**src/rtl/txq_pkg.sv**
```systemverilog
// Package: shared register offsets and status bit positions for the
// byte transmit queue. Assumes 32-bit bus data and word-aligned offsets.
package txq_pkg;
    localparam int ADDR_W = 5;

    localparam logic [ADDR_W-1:0] OFS_PUSH1 = 5'h00;
    localparam logic [ADDR_W-1:0] OFS_PUSH2 = 5'h04;
    localparam logic [ADDR_W-1:0] OFS_PUSH4 = 5'h08;
    localparam logic [ADDR_W-1:0] OFS_LEVEL = 5'h0C;
    localparam logic [ADDR_W-1:0] OFS_STAT  = 5'h10;

    localparam int ST_PEND = 0;
    localparam int ST_EN   = 1;
    localparam int ST_OVF  = 2;

    localparam int MAX_LANES = 4;
endpackage

```
**src/rtl/txq_regif.sv**
```systemverilog
// Module: register decoder. Turns bus writes into push requests of 1, 2
// or 4 bytes and control strobes. It holds the sticky overflow flag and
// builds the combinational read data. Assumes a single-cycle write strobe.
module txq_regif
    import txq_pkg::*;
#(
    parameter int LVL_W = 5
) (
    input  logic              clk,
    input  logic              rst_n,
    input  logic              reg_wr,
    input  logic [ADDR_W-1:0] reg_addr,
    input  logic [31:0]       reg_wdata,
    output logic [31:0]       reg_rdata,
    output logic              push_req,
    output logic [2:0]        push_cnt,
    output logic              stat_wr,
    input  logic              push_rej,
    input  logic [LVL_W-1:0]  level,
    input  logic              pending,
    input  logic              enable,
    output logic              ovf
);
    // Decode the push width from the offset.
    always_comb begin
        push_cnt = 3'd0;
        if (reg_wr) begin
            case (reg_addr)
                OFS_PUSH1: push_cnt = 3'd1;
                OFS_PUSH2: push_cnt = 3'd2;
                OFS_PUSH4: push_cnt = 3'd4;
                default:   push_cnt = 3'd0;
            endcase
        end
    end

    assign push_req = (push_cnt != 3'd0);
    assign stat_wr  = reg_wr && (reg_addr == OFS_STAT);

    // Sticky overflow flag: a rejection sets it, write-1 clears it, set wins.
    always_ff @(posedge clk) begin
        if (!rst_n)
            ovf <= 1'b0;
        else if (push_rej)
            ovf <= 1'b1;
        else if (stat_wr && reg_wdata[ST_OVF])
            ovf <= 1'b0;
    end

    // Read multiplexer: level and status words, zero elsewhere.
    always_comb begin
        reg_rdata = 32'd0;
        case (reg_addr)
            OFS_LEVEL: reg_rdata[LVL_W-1:0] = level;
            OFS_STAT: begin
                reg_rdata[ST_PEND] = pending;
                reg_rdata[ST_EN]   = enable;
                reg_rdata[ST_OVF]  = ovf;
            end
            default: reg_rdata = 32'd0;
        endcase
    end

    // a rejected push always leaves the overflow flag set.
    a_r7_ovf_set: assert property (@(posedge clk) disable iff (!rst_n)
        push_rej |=> ovf);
endmodule

```
**src/rtl/txq_store.sv**
```systemverilog
// Module: byte ring storage with a multi-lane push and a single-byte pop.
// It accepts a push only if the whole push fits in the current free space.
// Assumes DEPTH is a power of two, so the pointers wrap on their own.
module txq_store
    import txq_pkg::*;
#(
    parameter int DEPTH = 16,
    localparam int PTR_W = $clog2(DEPTH),
    localparam int LVL_W = $clog2(DEPTH + 1)
) (
    input  logic             clk,
    input  logic             rst_n,
    input  logic             push_req,
    input  logic [2:0]       push_cnt,
    input  logic [31:0]      push_data,
    input  logic             pop,
    output logic             push_rej,
    output logic [LVL_W-1:0] level,
    output logic [LVL_W-1:0] level_nxt,
    output logic [7:0]       head
);
    logic [7:0]       mem [DEPTH];
    logic [PTR_W-1:0] wr_ptr;
    logic [PTR_W-1:0] rd_ptr;
    logic             push_acc;
    logic [LVL_W:0]   room_need;

    // The push is accepted only when level plus count stays within DEPTH.
    assign room_need = {1'b0, level} + (LVL_W+1)'(push_cnt);
    assign push_acc  = push_req && (room_need <= (LVL_W+1)'(DEPTH));
    assign push_rej  = push_req && !push_acc;

    // Net next level from the accepted push and the pop.
    assign level_nxt = level + (push_acc ? LVL_W'(push_cnt) : '0)
                             - (pop ? LVL_W'(1) : '0);

    // Write the accepted lanes, lowest byte at the lowest address.
    always_ff @(posedge clk) begin
        for (int i = 0; i < MAX_LANES; i++) begin
            if (push_acc && (i < int'(push_cnt)))
                mem[wr_ptr + PTR_W'(i)] <= push_data[8*i +: 8];
        end
    end

    // Advance the pointers and the level register.
    always_ff @(posedge clk) begin
        if (!rst_n) begin
            wr_ptr <= '0;
            rd_ptr <= '0;
            level  <= '0;
        end else begin
            if (push_acc)
                wr_ptr <= wr_ptr + PTR_W'(push_cnt);
            if (pop)
                rd_ptr <= rd_ptr + PTR_W'(1);
            level <= level_nxt;
        end
    end

    assign head = mem[rd_ptr];

    // the level never exceeds the capacity.
    a_r4_level_max: assert property (@(posedge clk) disable iff (!rst_n)
        level <= LVL_W'(DEPTH));
    // a rejected push leaves the write pointer where it was.
    a_r7_no_partial: assert property (@(posedge clk) disable iff (!rst_n)
        push_rej |=> $stable(wr_ptr));
endmodule

```
**src/rtl/txq_irq.sv**
```systemverilog
// Module: drain-complete interrupt. It sets a sticky pending flag when the
// level steps from one to zero and gates the line with an enable bit.
// Assumes level_nxt is the value the level register takes at the next edge.
module txq_irq
    import txq_pkg::*;
#(
    parameter int LVL_W = 5
) (
    input  logic             clk,
    input  logic             rst_n,
    input  logic [LVL_W-1:0] level,
    input  logic [LVL_W-1:0] level_nxt,
    input  logic             stat_wr,
    input  logic [31:0]      stat_wdata,
    output logic             pending,
    output logic             enable,
    output logic             irq
);
    logic drained;

    assign drained = (level == LVL_W'(1)) && (level_nxt == '0);

    // Pending flag: a drain sets it, write-1 clears it, set wins.
    always_ff @(posedge clk) begin
        if (!rst_n)
            pending <= 1'b0;
        else if (drained)
            pending <= 1'b1;
        else if (stat_wr && stat_wdata[ST_PEND])
            pending <= 1'b0;
    end

    // Enable bit: loaded on every status write.
    always_ff @(posedge clk) begin
        if (!rst_n)
            enable <= 1'b0;
        else if (stat_wr)
            enable <= stat_wdata[ST_EN];
    end

    assign irq = pending && enable;

    // pending rises only right after a step from one to zero.
    a_r8_pend_on_drain: assert property (@(posedge clk) disable iff (!rst_n)
        $rose(pending) |-> (level == '0) && ($past(level) == LVL_W'(1)));
endmodule

```
**src/rtl/byte_txq.sv**
```systemverilog
// Module: top of the byte transmit queue. It ties the register decoder,
// the byte storage and the interrupt logic together and presents a
// valid/ready drain port. Assumes a synchronous active-low reset.
module byte_txq
    import txq_pkg::*;
#(
    parameter int DEPTH = 16,
    localparam int LVL_W = $clog2(DEPTH + 1)
) (
    input  logic              clk,
    input  logic              rst_n,
    input  logic              reg_wr,
    input  logic [ADDR_W-1:0] reg_addr,
    input  logic [31:0]       reg_wdata,
    output logic [31:0]       reg_rdata,
    output logic              out_valid,
    output logic [7:0]        out_data,
    input  logic              out_ready,
    output logic              irq
);
    logic             push_req;
    logic [2:0]       push_cnt;
    logic             push_rej;
    logic             stat_wr;
    logic             pop;
    logic [LVL_W-1:0] level;
    logic [LVL_W-1:0] level_nxt;
    logic             pending;
    logic             enable;
    logic             ovf;

    assign out_valid = (level != '0);
    assign pop       = out_valid && out_ready;

    txq_regif #(.LVL_W(LVL_W)) u_regif (
        .clk       (clk),
        .rst_n     (rst_n),
        .reg_wr    (reg_wr),
        .reg_addr  (reg_addr),
        .reg_wdata (reg_wdata),
        .reg_rdata (reg_rdata),
        .push_req  (push_req),
        .push_cnt  (push_cnt),
        .stat_wr   (stat_wr),
        .push_rej  (push_rej),
        .level     (level),
        .pending   (pending),
        .enable    (enable),
        .ovf       (ovf)
    );

    txq_store #(.DEPTH(DEPTH)) u_store (
        .clk       (clk),
        .rst_n     (rst_n),
        .push_req  (push_req),
        .push_cnt  (push_cnt),
        .push_data (reg_wdata),
        .pop       (pop),
        .push_rej  (push_rej),
        .level     (level),
        .level_nxt (level_nxt),
        .head      (out_data)
    );

    txq_irq #(.LVL_W(LVL_W)) u_irq (
        .clk        (clk),
        .rst_n      (rst_n),
        .level      (level),
        .level_nxt  (level_nxt),
        .stat_wr    (stat_wr),
        .stat_wdata (reg_wdata),
        .pending    (pending),
        .enable     (enable),
        .irq        (irq)
    );

    // a stalled drain port keeps its byte.
    a_r5_hold: assert property (@(posedge clk) disable iff (!rst_n)
        (out_valid && !out_ready) |=> (out_valid && $stable(out_data)));
endmodule

```
**config.mk**
```make
export PLATFORM = sky130hd
export DESIGN_NAME = byte_txq
export DESIGN_NICKNAME = d
export VERILOG_FILES = /design/src/rtl/txq_pkg.sv /design/src/rtl/txq_regif.sv /design/src/rtl/txq_store.sv /design/src/rtl/txq_irq.sv /design/src/rtl/byte_txq.sv
export SDC_FILE = /design/constraint.sdc
export NUM_CORES = 1
export LEC_CHECK = 0
export ABC_CLOCK_PERIOD_IN_PS = 4300
export CORE_ASPECT_RATIO = 1.5
export CORE_MARGIN = 2
export CORE_UTILIZATION = 36
export CTS_BUF_LIST = sky130_fd_sc_hd__clkbuf_8
export CTS_CLUSTER_DIAMETER = 100
export CTS_CLUSTER_SIZE = 16
export DETAILED_ROUTE_END_ITERATION = 10
export MAX_ROUTING_LAYER = met4
export PLACE_DENSITY_LB_ADDON = 0.2
export REMOVE_ABC_BUFFERS = 1
export SYNTH_ARGS = -nofsm -noshare
export SYNTH_HDL_FRONTEND = slang
export SYNTH_SLANG_ARGS = --single-unit
```
**constraint.sdc**
```tcl
create_clock -name clk -period 4.3 [get_ports clk]
set_input_delay 0.43 -clock clk [delete_from_list [all_inputs] [get_ports clk]]
set_output_delay 0.43 -clock clk [all_outputs]
set_load 0.01 [all_outputs]
```
[Word-level counts from Yosys, hierarchy flattened]
Memories as Yosys holds them, arrays and structs flattened. A register that Yosys moved wholly into a read port is not among the register bits.
Index checks and enable logic that the tools add are counted.
Storage, ports and cells
  memory bits (read-only): 0
  word-level logic and storage cells: 64
  memory bits (writable): 128
  memories: 1
  latch bits: 0
  output and inout port bits: 42
  register bits: 16
  input bits: 41
Memories
  u_store.mem: depth 16, width 8, read ports 1, clocked after memory_dff 1, wr ports 4, RTL line txq_store.sv:22  | logic [7:0] mem [DEPTH];
Operators by class
  $mul: 0
  reductions and logical operators: 19
  eq/ne operators: 5
  shift-type cells: 0
  add/subtract/negate cells: 8
  div/mod/pow operators: 0
  muxes and demuxes: 20
  bitwise logic cells: 0
  magnitude comparators: 5
Operators with widths (number)
  1-bit 2-to-1 mux: 13
  1-bit logical AND: 12
  5-bit by 4-bit == test with 1-bit output (second input constant): 2
  5-bit zero test: 2
  3-bit one-hot mux with 3 select lines: 1
  4-bit by 1-bit adder with 4-bit output (second input constant): 2
  4-bit by 2-bit adder with 4-bit output (second input constant): 2
  4-bit 2-to-1 mux: 2
  5-bit by 3-bit adder with 6-bit output: 1
  6-bit by 5-bit <= comparator with 1-bit output (second input constant): 1
  1-bit by 3-bit < comparator with 1-bit output (first input constant): 2
  2-bit by 3-bit < comparator with 1-bit output (first input constant): 2
  3-bit 2-to-1 mux: 2
  3-bit one-hot mux with 2 select lines: 1
  5-bit adder: 1
  5-bit by 1-bit == test with 1-bit output (second input constant): 1
  5-bit by 3-bit == test with 1-bit output (second input constant): 1
  5-bit == test (second input constant): 1
  5-bit nonzero test: 1
  5-bit subtractor: 1
  4-bit by 3-bit adder with 4-bit output: 1
  2-bit nonzero test: 2
  3-bit nonzero test: 1
  2-bit 2-to-1 mux: 1
  1-bit zero test: 1

[Logic depth before layout (Yosys ltp)]
  depth after elaboration: 12
  depth in mapped cells: 21
  mapped depth without buffers: 18

[Hierarchy]
A second synthesis with hierarchy kept.
Second synthesis, totals
  cells, all modules: 1078
  area total of the unflattened synthesis: 11043.1 sq um
By module, submodules not included
  txq_store: area an instance 10547.6 sq um, times used 1, cells each 1015
  txq_regif: area an instance 355.3 sq um, times used 1, cells each 47
  txq_irq: area an instance 115.1 sq um, times used 1, cells each 12
  byte_txq: area an instance 25.0 sq um, times used 1, cells each 4

[Least setup slack after synthesis]
No wires, ideal clock.
  path type: input -> register
  start point: in reg_addr[4]
  end point: reg u_irq.pending
  required time: 4.242 ns
  cell stages on the path: 20
  buffers on the path: 3
  slack: -0.245 ns
  arrival time: 4.487 ns
  cells stage by stage: nor4b_4 > nand2_2 > inv_2 > ha_1 > a21oi_1 > nand3_1 > a211oi_4 > buf_6 > buf_4 > buf_2 > nor2_1 > nand2_1 > ha_1 > fa_1 > inv_1 > a21o_1 > a21oi_1 > xor2_1 > nor4_1 > o21a_1
Between the ends
  word-level cells in the longest chain between the ends: 12
  elaborated cells on any way between the ends: 19
RTL lines
  from (decl): RTL line byte_txq.sv:13  | input logic [ADDR_W-1:0] reg_addr,
  5-bit by 4-bit == test with 1-bit output, or another cell as far along: RTL line txq_regif.sv:28  | case (reg_addr)
  3-bit one-hot mux with 3 select lines: RTL line txq_regif.sv:28
  3-bit 2-to-1 mux: RTL line txq_regif.sv:27  | if (reg_wr) begin
  5-bit by 3-bit adder with 6-bit output: RTL line txq_store.sv:29  | assign room_need = {1'b0, level} + (LVL_W+1)'(push_cnt);
  6-bit by 5-bit <= comparator with 1-bit output: RTL line txq_store.sv:30  | assign push_acc = push_req && (room_need <= (LVL_W+1)'(DEPTH));
  1-bit logical AND: RTL line txq_store.sv:30
  3-bit 2-to-1 mux: RTL line txq_store.sv:34  | assign level_nxt = level + (push_acc ? LVL_W'(push_cnt) : '0)
  5-bit adder: RTL line txq_store.sv:34
  5-bit subtractor: RTL line txq_store.sv:35  | - (pop ? LVL_W'(1) : '0);
  5-bit zero test: RTL line txq_irq.sv:21  | assign drained = (level == LVL_W'(1)) && (level_nxt == '0);
  1-bit logical AND: RTL line txq_irq.sv:21
  1-bit 2-to-1 mux or 2-bit nonzero test (tied branches)
  to (signal assigned): RTL line txq_irq.sv:26  | pending <= 1'b0;
  to (signal assigned): RTL line txq_irq.sv:28  | pending <= 1'b1;
  to (signal assigned): RTL line txq_irq.sv:30  | pending <= 1'b0;
  to (decl): RTL line txq_irq.sv:15  | output logic pending,
Parallel ways exist; a longest one is shown, timed or not.
A chain may end at the register's enable or synchronous reset.

==> qor.csv <==
metric,value,unit
dr.pass1.iters,6,
cts_resized,0,
start_util,0.366,
core-area,0.0318,mm^2
grt_pass1_wl,72500,um
path_max_fanout,28,
endpoint_kind,flip-flop,
pin_count,83,
crit_path_max_incr_delay,0.99,ns
wl,49500,um
cts_made_buffers,17,
grt_usage,0.305,
worst_pin_slew,1.22,ns
maxSlewViolCount,0,
hold_viol_final,0,
yosys.area.top_type,edfxtp_1,
clock_sinks,148,
cts_tree,yes,
reg2reg_slack,0.80,ns
synth_area_leaders,"edfxtp_1, mux4_2, a21oi_1, dfxtp_1, a211oi_1",
syn_area,0.0117,mm^2
die-area,0.0339,mm^2
post_cts_buffers,0,
std_cell_rows,80,
die_x,151,um
cts_hold_buffers,0,
drv_cap,0,
finalClockSkew,0.0122,ns
ys_seq_elements,148,
fin_crit,3.84,ns
grt-ovfl-total,0,
viasPerCell,6.60,
power,4.61,mW
dp_hpwl,35200,um
cp-start-kind,input pin,
cp_slowest_cell,nor3_1,
leakagePower,4.75,nW
clkLatencyLatePin,0.52,ns
antenna_found_initial,2,
seq_area_frac_synth,0.364,
ant_nets,0,
synth_ff_type,edfxtp_1,
drc_errors,0,
grt_pass1_vias,10846,
cp_cell_sequence,clkdlybuf4s50_1 > nor4b_4 > nand2_2 > inv_2 > ha_1 > a21oi_1 > buf_4 > a2bb2oi_4 > buf_12 > nor3_1 > and2_1 > a211oi_1 > o31ai_1,
netlist_instances,1204,
hp-class,reg2reg,
status,"complete, no violations",
clkTransAtPathRegs,0.08,ns
pwr_density_cell,338,mW/mm^2
grt_max_degree,132,
die_h,224,um
place_inst,1676,
tns,0,ns
yosys.area.top_type_share,0.330,
dr.first_iter.drc_count,1409,
clock-root-buffer,clkbuf_8,
critPathRequiredTime,4.61,ns
period_share,0.893,
drive_gt1_frac,0.196,
gp_congestion,1.02,
port_buffers,55,
synth_edf_count,128,
nets,1346,
max_freq,260,MHz
relSlewSlack,0.177,
synthDistinctLibCells,81,
syn2layout_area_growth,16.9,%
grt_setup_unrepaired,false,
vias,11284,
cp_data_arrival_time,4.15,ns
crit_family,simple AND/OR/NAND/NOR gates,
worst-path-buf-inv,4,
ir_worst_vdd,0.345,mV
syn_area_per_cell,9.68,um^2
criticalPathCategory,in2reg,
yosys_warnings,0,
async_flop_share,0,
wl_per_cell,29.0,um
finalSetupViolations,0,
cts.path.max_buffers,2,
htree_levels,4,
stdcell_count,1710,
-- state kept, by name (all words and copies together), names as in the netlist, named ones only --
name,cells
u_store.mem,128
u_store.wr_ptr,4
u_irq.pending,1
u_irq.enable,1
u_regif.ovf,1
u_store.level,5
u_store.rd_ptr,4
-- Yosys cell counts, types with 6 or more instances --
master / n
a211o_1: 10
a211oi_1: 47
a21o_1: 27
a21oi_1: 91
a22o_1: 22
a22oi_1: 22
a31oi_1: 8
and2_1: 24
buf_1: 12
buf_2: 29
buf_4: 30
clkbuf_1: 72
clkinv_1: 8
dfxtp_1: 20
edfxtp_1: 128
ha_1: 17
inv_1: 25
mux2i_1: 21
mux4_2: 40
nand2_1: 88
nand3_1: 18
nand4_1: 16
nor2_1: 60
nor2b_1: 9
nor3_1: 29
nor3_2: 6
nor4_1: 13
nor4_2: 18
o211a_1: 8
o21ai_0: 54
o21ai_1: 8
o221a_2: 7
o22a_1: 16
o22ai_1: 47
o2bb2ai_1: 28
o31ai_1: 28
o32ai_1: 6
or4_1: 6
xnor2_1: 7
xor2_1: 6
-- worst min-delay path, cell delays in order (launching register included) --
cell      delay (ns)
dfxtp_1         0.33
o21ai_0         0.07
a21boi_0        0.08
-- power breakdown --
group,internal (mW),switching [mW],total [mW]
registers,1.60,0.0890,1.69
clock network,0.652,0.569,1.22
logic,0.691,1.01,1.70
-- logic make-up (layout without fill, tap and decap cells) --
logic type | count (synthesis) | after routing | synth area share
AND/OR/NAND/NOR | 325 | 325 | 0.159
XOR/XNOR | 17 | 17 | 0.0153
multiplexers | 62 | 62 | 0.0963
flip-flops | 148 | 148 | 0.364
AO/OA/AOI/OAI | 451 | 451 | 0.269
adder cells (fa/ha/maj) | 20 | 20 | 0.0234
buffers and inverters | 180 | 248 | 0.0721
other | 1 | 29 | 0.000322
-- routing by layer --
layer,vias to the layer above,wire length (um),part of all wire,GRT usage
met5,-,0,0,-
met4,0,3480,0.070,0.176
met3,204,4680,0.095,0.0574
met2,769,23500,0.47,0.481
met1,5465,17900,0.36,0.362
li1,4846,-,-,-
-- cell type report --
| cell class | count | area [um^2] |
|---|---|---|
| Multi-Input combinational cell | 902 | 6700 |
| Sequential cell | 148 | 4250 |
| Inverter | 34 | 128 |
| Timing Repair Buffer | 182 | 1600 |
| Clock buffer | 19 | 262 |
| Antenna cell | 2 | 5.00 |
| Tap cell | 410 | 513 |
| Clock inverter | 13 | 168 |
| Fill cell | 3088 | 18200 |
-- final timing paths --
| path | from | endpoint | cells past startpoint |
|---|---|---|---|
| setup / recovery | reg_addr[4] | u_store.mem[6][5] | 13 |
| hold / removal | u_irq.enable | u_irq.enable | 2 |
| setup reg to reg | u_store.level[0] | u_store.mem[0][6] | 11 |
| hold reg to reg | u_irq.enable | u_irq.enable | 2 |
-- cell usage in the layout (no fill, tap or decap), drive strengths merged, types with 34 or more instances in the layout --
cell and count:
edfxtp 128, a211oi 48, clkdlybuf4s50 55, a21oi 93, nand2 91, buf 127
nor3 35, mux4 40, nor4 34, o22ai 47, o21ai 62, nor2 62
-- through the flow --
stage	hold WS [ns]	util	setup WS, ns	instance area, um^2
2_1_floorplan	0.465	-	-1.59	11000
3_5_place_dp	0.513	0.414	-0.0849	13200
5_1_grt	0.550	0.428	0.125	13600
6_report	0.527	0.428	0.458	13600
4_1_cts	0.525	0.428	0.482	13600
3_3_place_gp	0.509	0.414	0.0408	13200
Power figures use the tool's default switching activity.
